$ cat config.mk
export PLATFORM = sky130hd
export DESIGN_NAME = tmr_irq_ctrl_reg
export DESIGN_NICKNAME = d
export VERILOG_FILES = /design/src/rtl/tcon_pkg.sv /design/src/rtl/irq_pin_sync.sv /design/src/rtl/tmr_chan.sv /design/src/rtl/ext_irq_chan.sv /design/src/rtl/tmr_irq_ctrl_reg.sv
export SDC_FILE = /design/constraint.sdc
export NUM_CORES = 1
export LEC_CHECK = 0
export ABC_AREA = 1
export BUFFER_PORTS_ARGS = -buffer_cell sky130_fd_sc_hd__buf_2
export CELL_PAD_IN_SITES_DETAIL_PLACEMENT = 0
export CELL_PAD_IN_SITES_GLOBAL_PLACEMENT = 2
export CORE_MARGIN = 2
export CORE_UTILIZATION = 25
export DETAILED_ROUTE_END_ITERATION = 8
export PLACE_DENSITY_LB_ADDON = 0.1
export SLEW_MARGIN = 20
export SYNTH_ARGS = -nofsm -noshare
export SYNTH_HDL_FRONTEND = slang
export SYNTH_SLANG_ARGS = --single-unit
$ cat constraint.sdc
create_clock -name clk_i -period 2.1 [get_ports clk_i]
set_input_delay 0.42 -clock clk_i [delete_from_list [all_inputs] [get_ports clk_i]]
set_output_delay 0.42 -clock clk_i [all_outputs]
set_load 0.01 [all_outputs]
$ cat src/rtl/tcon_pkg.sv
package tcon_pkg;
  localparam int unsigned DATA_W = 8;
  localparam int unsigned ADDR_W = 8;
  localparam int unsigned SEL_W  = $clog2(DATA_W);

  // bit positions per channel; a CPU core decodes these
  function automatic int unsigned tf_pos(input int unsigned n); return 5 + 2 * n; endfunction
  function automatic int unsigned tr_pos(input int unsigned n); return 4 + 2 * n; endfunction
  function automatic int unsigned ie_pos(input int unsigned n); return 1 + 2 * n; endfunction
  function automatic int unsigned it_pos(input int unsigned n); return 2 * n; endfunction
endpackage

$ cat src/rtl/irq_pin_sync.sv
module irq_pin_sync #(
  parameter int unsigned STAGES = 2
) (
  input  logic clk_i,
  input  logic rst_ni,
  input  logic pin_ni,
  output logic pin_s_o,
  output logic fall_o
);
  logic [STAGES-1:0] sync_q;
  logic              prev_q;

  always_ff @(posedge clk_i or negedge rst_ni) begin
    if (!rst_ni) begin
      sync_q <= '1;
      prev_q <= 1'b1;
    end else begin
      sync_q <= {sync_q[STAGES-2:0], pin_ni};
      prev_q <= sync_q[STAGES-1];
    end
  end

  assign pin_s_o = sync_q[STAGES-1];
  assign fall_o  = prev_q & ~sync_q[STAGES-1];

  // latency check armed once two clocks have passed since reset
  logic [1:0] age_q;
  always_ff @(posedge clk_i or negedge rst_ni) begin
    if (!rst_ni)          age_q <= '0;
    else if (age_q != 2'd2) age_q <= age_q + 2'd1;
  end

  p_sync_latency_r7: assert property (@(posedge clk_i) disable iff (!rst_ni)
    (STAGES == 2 && age_q == 2'd2) |-> pin_s_o == $past(pin_ni, 2));
endmodule

$ cat src/rtl/tmr_chan.sv
module tmr_chan (
  input  logic clk_i,
  input  logic rst_ni,
  input  logic ovf_i,
  input  logic ack_i,
  input  logic run_we_i,
  input  logic run_wd_i,
  input  logic flag_we_i,
  input  logic flag_wd_i,
  output logic run_o,
  output logic flag_o
);
  logic run_q, flag_q;

  always_ff @(posedge clk_i or negedge rst_ni) begin
    if (!rst_ni) begin
      run_q  <= 1'b0;
      flag_q <= 1'b0;
    end else begin
      if (run_we_i) run_q <= run_wd_i;
      if (ovf_i)          flag_q <= 1'b1;   // hardware set wins
      else if (ack_i)     flag_q <= 1'b0;
      else if (flag_we_i) flag_q <= flag_wd_i;
    end
  end

  assign run_o  = run_q;
  assign flag_o = flag_q;

  p_ovf_sets_r3: assert property (@(posedge clk_i) disable iff (!rst_ni)
    ovf_i |=> flag_o);
  p_ack_clears_r4: assert property (@(posedge clk_i) disable iff (!rst_ni)
    (ack_i && !ovf_i) |=> !flag_o);
  p_run_sw_only_r5: assert property (@(posedge clk_i) disable iff (!rst_ni)
    !run_we_i |=> $stable(run_o));
endmodule

$ cat src/rtl/ext_irq_chan.sv
module ext_irq_chan (
  input  logic clk_i,
  input  logic rst_ni,
  input  logic pin_ni,
  input  logic ack_i,
  input  logic mode_we_i,
  input  logic mode_wd_i,
  input  logic flag_we_i,
  input  logic flag_wd_i,
  output logic mode_o,
  output logic flag_o
);
  logic pin_s, fall;
  logic mode_q, edge_q;

  irq_pin_sync #(.STAGES(2)) i_sync (
    .clk_i   (clk_i),
    .rst_ni  (rst_ni),
    .pin_ni  (pin_ni),
    .pin_s_o (pin_s),
    .fall_o  (fall)
  );

  always_ff @(posedge clk_i or negedge rst_ni) begin
    if (!rst_ni) begin
      mode_q <= 1'b0;
      edge_q <= 1'b0;
    end else begin
      if (mode_we_i) mode_q <= mode_wd_i;
      if (!mode_q)        edge_q <= 1'b0;   // latch idle in level mode
      else if (fall)      edge_q <= 1'b1;
      else if (ack_i)     edge_q <= 1'b0;
      else if (flag_we_i) edge_q <= flag_wd_i;
    end
  end

  assign mode_o = mode_q;
  assign flag_o = mode_q ? edge_q : ~pin_s;

  p_edge_sets_r6: assert property (@(posedge clk_i) disable iff (!rst_ni)
    (mode_q && fall && !mode_we_i) |=> flag_o);
  p_edge_ack_r6: assert property (@(posedge clk_i) disable iff (!rst_ni)
    (mode_q && !fall && ack_i && !mode_we_i) |=> !flag_o);
endmodule

$ cat src/rtl/tmr_irq_ctrl_reg.sv
module tmr_irq_ctrl_reg
  import tcon_pkg::*;
#(
  parameter logic [ADDR_W-1:0] REG_ADDR = 8'h88,
  parameter int unsigned       NUM_CH   = 2
) (
  input  logic              clk_i,
  input  logic              rst_ni,
  input  logic [ADDR_W-1:0] sfr_addr_i,
  input  logic              sfr_wr_i,
  input  logic [DATA_W-1:0] sfr_wdata_i,
  input  logic              sfr_bit_set_i,
  input  logic              sfr_bit_clr_i,
  input  logic [SEL_W-1:0]  sfr_bit_sel_i,
  output logic [DATA_W-1:0] sfr_rdata_o,
  input  logic [1:0]        tmr_ovf_i,
  input  logic [1:0]        tmr_ack_i,
  input  logic [1:0]        ext_irq_ni,
  input  logic [1:0]        ext_ack_i,
  output logic [1:0]        tmr_run_o,
  output logic [1:0]        tmr_flag_o,
  output logic [1:0]        ext_flag_o
);
  logic              hit;
  logic [DATA_W-1:0] sw_we, sw_wd, reg_val;
  logic [1:0]        ext_mode;

  assign hit = (sfr_addr_i == REG_ADDR);

  always_comb begin
    sw_we = '0;
    sw_wd = '0;
    if (hit && sfr_wr_i) begin
      sw_we = '1;
      sw_wd = sfr_wdata_i;
    end else if (hit && sfr_bit_set_i) begin
      sw_we[sfr_bit_sel_i] = 1'b1;
      sw_wd[sfr_bit_sel_i] = 1'b1;
    end else if (hit && sfr_bit_clr_i) begin
      sw_we[sfr_bit_sel_i] = 1'b1;
    end
  end

  for (genvar n = 0; n < NUM_CH; n++) begin : g_ch
    tmr_chan i_tmr (
      .clk_i     (clk_i),
      .rst_ni    (rst_ni),
      .ovf_i     (tmr_ovf_i[n]),
      .ack_i     (tmr_ack_i[n]),
      .run_we_i  (sw_we[tr_pos(n)]),
      .run_wd_i  (sw_wd[tr_pos(n)]),
      .flag_we_i (sw_we[tf_pos(n)]),
      .flag_wd_i (sw_wd[tf_pos(n)]),
      .run_o     (tmr_run_o[n]),
      .flag_o    (tmr_flag_o[n])
    );

    ext_irq_chan i_ext (
      .clk_i     (clk_i),
      .rst_ni    (rst_ni),
      .pin_ni    (ext_irq_ni[n]),
      .ack_i     (ext_ack_i[n]),
      .mode_we_i (sw_we[it_pos(n)]),
      .mode_wd_i (sw_wd[it_pos(n)]),
      .flag_we_i (sw_we[ie_pos(n)]),
      .flag_wd_i (sw_wd[ie_pos(n)]),
      .mode_o    (ext_mode[n]),
      .flag_o    (ext_flag_o[n])
    );

    assign reg_val[tf_pos(n)] = tmr_flag_o[n];
    assign reg_val[tr_pos(n)] = tmr_run_o[n];
    assign reg_val[ie_pos(n)] = ext_flag_o[n];
    assign reg_val[it_pos(n)] = ext_mode[n];
  end

  assign sfr_rdata_o = hit ? reg_val : '0;

  p_bit_set_run_r8: assert property (@(posedge clk_i) disable iff (!rst_ni)
    (hit && !sfr_wr_i && sfr_bit_set_i && sfr_bit_sel_i == SEL_W'(tr_pos(0))) |=> tmr_run_o[0]);
  p_bit_clr_keeps_run_r8: assert property (@(posedge clk_i) disable iff (!rst_ni)
    (hit && !sfr_wr_i && !sfr_bit_set_i && sfr_bit_clr_i && sfr_bit_sel_i != SEL_W'(tr_pos(1)))
      |=> $stable(tmr_run_o[1]));
  p_miss_keeps_run_r9: assert property (@(posedge clk_i) disable iff (!rst_ni)
    !hit |=> $stable(tmr_run_o));
endmodule

# Word-level counts from Yosys, hierarchy flattened
# Cells that the tools add are included.
[word_totals]
register_bits = 14
latch_bits = 0
ram_bits = 0
rom_bits = 0
output_inout_bits = 14
wordCells = 51
n_memories = 0
[classes]
add_sub_neg = 0
n_mul = 0
div_mod_pow = 0
n_lt_le_gt_ge = 2
n_eq_ne = 3
shift = 0
muxes = 24
bitwise_logic = 4
reduce_logical = 6
[op_table]
columns = ["cell", "n"]
rows = [
  ["$mux W8", 6],
  ["$mux W1", 17],
  ["$eq A8 B8 Y1 const B", 1],
  ["$ne A4 B3 Y1 const B", 2],
  ["$reduce_bool A3 Y1", 2],
  ["$logic_and A1 B1 Y1", 4],
  ["$lt A3 B4 Y1 const B", 1],
  ["$demux W1 S3", 1],
  ["$ge A3 B1 Y1 const B", 1],
  ["$and A1 B1 Y1", 2],
  ["$not A1 Y1", 2],
]

# Longest topological paths before layout
[logic_depth]
word_depth = 11
ltp_mapped = 10
ltp_nobuf = 10

# Cells and area by module
# From an unflattened synthesis, not the netlist that was laid out.
[hier_totals]
cells_unflattened = 175
area_unflattened_um2 = 1146.1
[by_module_without_submodules]
columns = ["mod", "instances", "cells_each", "area_each_um2"]
rows = [
  ["tmr_irq_ctrl_reg", 1, 103, 545.5],
  ["ext_irq_chan", 2, 17, 113.9],
  ["tmr_chan", 2, 14, 97.6],
  ["irq_pin_sync", 2, 5, 88.8],
]

# Least setup slack after synthesis
# No wires, ideal clock.
[synth_path]
kind = "input to output"
start = "in sfr_addr_i[5]"
end = "out sfr_rdata_o[0]"
t_arrival_ns = 1.105
required_ns = 1.680
slack_ns = 0.575
cell_stages = 5
n_path_buf = 0
path_cell_list = "nor2_2 nand2_2 nor2_8 inv_1 nor2_1"
[synth_between]
elab_chain_cells = 2
[synth_rtl]
columns = ["item", "line", "rtl"]
rows = [
  ["start, declared", "tmr_irq_ctrl_reg.sv:9", "input logic [ADDR_W-1:0] sfr_addr_i,"],
  ["$eq A8 B8 Y1", "tmr_irq_ctrl_reg.sv:28", "assign hit = (sfr_addr_i == REG_ADDR);"],
  ["$mux W8", "tmr_irq_ctrl_reg.sv:77", "assign sfr_rdata_o = hit ? reg_val : '0;"],
  ["end, declared", "tmr_irq_ctrl_reg.sv:15", "output logic [DATA_W-1:0] sfr_rdata_o,"],
]
# Every way passes these cells.

# Worst setup path after layout
[layout_path]
start = "in sfr_addr_i[5]"
end = "out sfr_rdata_o[2]"
# Same word-level chain as after synthesis.

==> out/metrics.cfg <==
[clock_tree]
post_cts_buffers = 0
clockBufferDepth = 2
clk_pin_slew_ns = 0.06
ctsHoldBuffers = 0
numCtsBuffers = 3
root_buffer = clkbuf_8
cts.sinks = 14
insertion_delay_ns = 0.24
htreeDepth = 1
cts_tree = done
ctsResizeCount = 0

[synth]
syn_area_per_cell_sq_um = 6.98
synth_enable_flop_cells = 0
yosysSeqAreaShare_pct = 35.4
netlist_instances = 145
synth_commonest_cells = 27 x nand2_1, 24 x inv_1, 18 x nor2_1
syn_area_sq_um = 1010
ys_top_cells_by_area = dfrtp_1 20%, dfstp_2 16%, nand2_1 10%
yosysWarnings = 0
synth_top_area_share_pct = 19.8
synthArstFlopShare_pct = 100
synth_cell_types = 21
synth_largest_area_cell = dfrtp_1
syn-num-nets = 177
synth_most_common_cell = nand2_1
ys_seq_elements = 14
ys.flop_type = dfrtp_1

[critical_path]
worstPathMaxFanout = 9
crit_arrival_ns = 1.38
slowest_delay_ns = 0.19
cp_common_cell = buf_2
path_cells = buf_2, nor2_2, nand2_2, nor2_8, inv_1, nor2_1, buf_2
worst-setup-path-type = input port to primary output
worstSetupEndpointType = primary output
cp_slowest_cell = nor2_8
required_ns = 1.68
cp-start-kind = input port

[worst_hold_path]
hold_class = input port to async pin

[routing]
drc = 0
drt-total-wl_um = 2610
antenna_left = 0
first_pass_iters = 4
dr_total_vias = 1030
drt_iter0_markers = 31
wire_per_inst_um = 11.0
vias_per_cell = 4.35

[grt]
grt_max_degree = 15
grt_usage_pct = 12.0
grt_pass1_wl_um = 4150
globalRouteOverflowTotal = 0
use_met3_pct = 2.67
grt_use_met1_pct = 16.4
grt_pass1_vias = 915
antenna_found_initial = 0
grt-busiest-layer = met2
met2_usage_pct = 18.6

[layout]
fillCellCount = 440
syn_to_final_growth_pct = 29.0
fin_nets = 220
fin_util_pct = 33.1
drive_gt1_share_pct = 35.8
antenna_cells = 0
finalNonFillerCells = 237

[floorplanning]
pin_count = 46
initial_utilization_pct = 25.7
die_y_um = 67.6
fp-row-count = 23
core-area_sq_um = 3940
die_area_sq_um = 4570
die_w_um = 67.6

[sta]
slew_headroom_pct = 78.6
finalMaxSlewViolations = 0
fin_crit_sh_pct = 85.7
hold_viol = 0
tns_ns = 0
holdWs_ns = 0.0621
skew_ns = 0.00382
tightest_slew_ns = 0.321
period_needed_ns = 1.80
max_freq_mhz = 556
rsz0062_at_grt = false
setup_viol = 0

[power_and_ir_drop]
power.density_nw_per_um2 = 508
total_power_uw = 664
p_leak_uw = 0.000710
ir_drop_mv = 0.227

[placed_design]
numPortBuffers = 45
gp_congestion = 0.770
place.detailed.hpwl_um = 2200
dp.cells = 233

[run_status]
status = completed

[run]
cap_violations = 0

-- worst paths after layout --
kind	start	endpoint	slack, ns	cells past startpoint
worst max-delay path	sfr_addr_i[5]	sfr_rdata_o[2]	0.30	7
worst min-delay path	rst_ni	g_ch[1].i_ext.mode_o$_DFFE_PN0P_	0.06	1
worst max register to register	g_ch[1].i_ext.i_sync.sync_q[1]$_DFF_PN1_	g_ch[1].i_ext.edge_q$_DFFE_PN0P_	1.11	4
worst min register to register	g_ch[0].i_ext.i_sync.sync_q[0]$_DFF_PN1_	g_ch[0].i_ext.i_sync.sync_q[1]$_DFF_PN1_	0.36	0
max in group asynchronous	rst_ni	g_ch[0].i_ext.i_sync.prev_q$_DFF_PN1_	1.74	1
min in group clk_i	ext_irq_ni[1]	g_ch[1].i_ext.i_sync.sync_q[0]$_DFF_PN1_	0.27	1
-- metal layers --
layer  wire length [um]  share of wire (%)  up-vias
li1                   -                  -      541
met1               1280                 49      452
met2               1170                 45       35
met3                153                5.9        2
met4                 16               0.61        0
met5                  0                  0        -
-- critical path: cells and delay by family --
family | cells | cell delay (ns)
simple gates | 4 | 0.53
buf+inv | 3 | 0.43
-- layout make-up --
type	instances	area, sq um	area share, %
inverters	25	93.8	7.18
clock buffers	4	55.1	4.21
repair buffers	45	225	17.2
well taps	50	62.6	4.79
flip-flops and latches	14	358	27.4
multi-input cells	99	512	39.2
-- cells by family after synthesis --
| group | share of synthesized area, % |
|---|---|
| AND/OR/NAND/NOR | 46.6 |
| buffers and inverters | 14.1 |
| flip-flops | 35.4 |
| AO/OA/AOI/OAI | 3.96 |
-- stage by stage --
| stage | setup WS [ns] | area, sq um |
|---|---|---|
| finish | 0.300 | 1310 |
| global placement | 0.303 | 1250 |
| global route | 0.149 | 1310 |
| CTS | 0.268 | 1310 |
| floorplan | 0.575 | 1010 |
| detailed placement | 0.271 | 1250 |
-- power breakdown --
group          total [uW]  internal (uW)  switching (uW)
clock network         263            166            97.1
logic                 104           44.3            59.7
registers             297            288            8.59
-- sequential cells by signal, summed over array words and instances, names as in the netlist --
| register | count |
|---|---|
| g_ch.i_tmr.run_o | 2 |
| g_ch.i_ext.i_sync.sync_q | 4 |
| g_ch.i_tmr.flag_o | 2 |
| g_ch.i_ext.i_sync.prev_q | 2 |
| g_ch.i_ext.edge_q | 2 |
| g_ch.i_ext.mode_o | 2 |
-- cells in the final DEF, fill, tap and decap left out --
cell      synthesis  layout
inv_1            24      24
clkbuf_8          0       4
nand3b_1          6       6
or2_0             2       2
nand4_1           6       6
dfrtp_1           8       8
nor3b_1           2       2
or2_2             1       1
nand2_4           1       1
nand2_2           3       3
dfstp_2           6       6
nor2_1           18      18
inv_2             1       1
nor2_8            1       1
o211ai_1          4       4
nor2_2            5       5
nor3_1            4       4
nand3_1          17      17
nand2_1          27      27
o21ai_0           2       2
buf_2             0      45
Note: power is estimated with default switching activity, not from simulation.
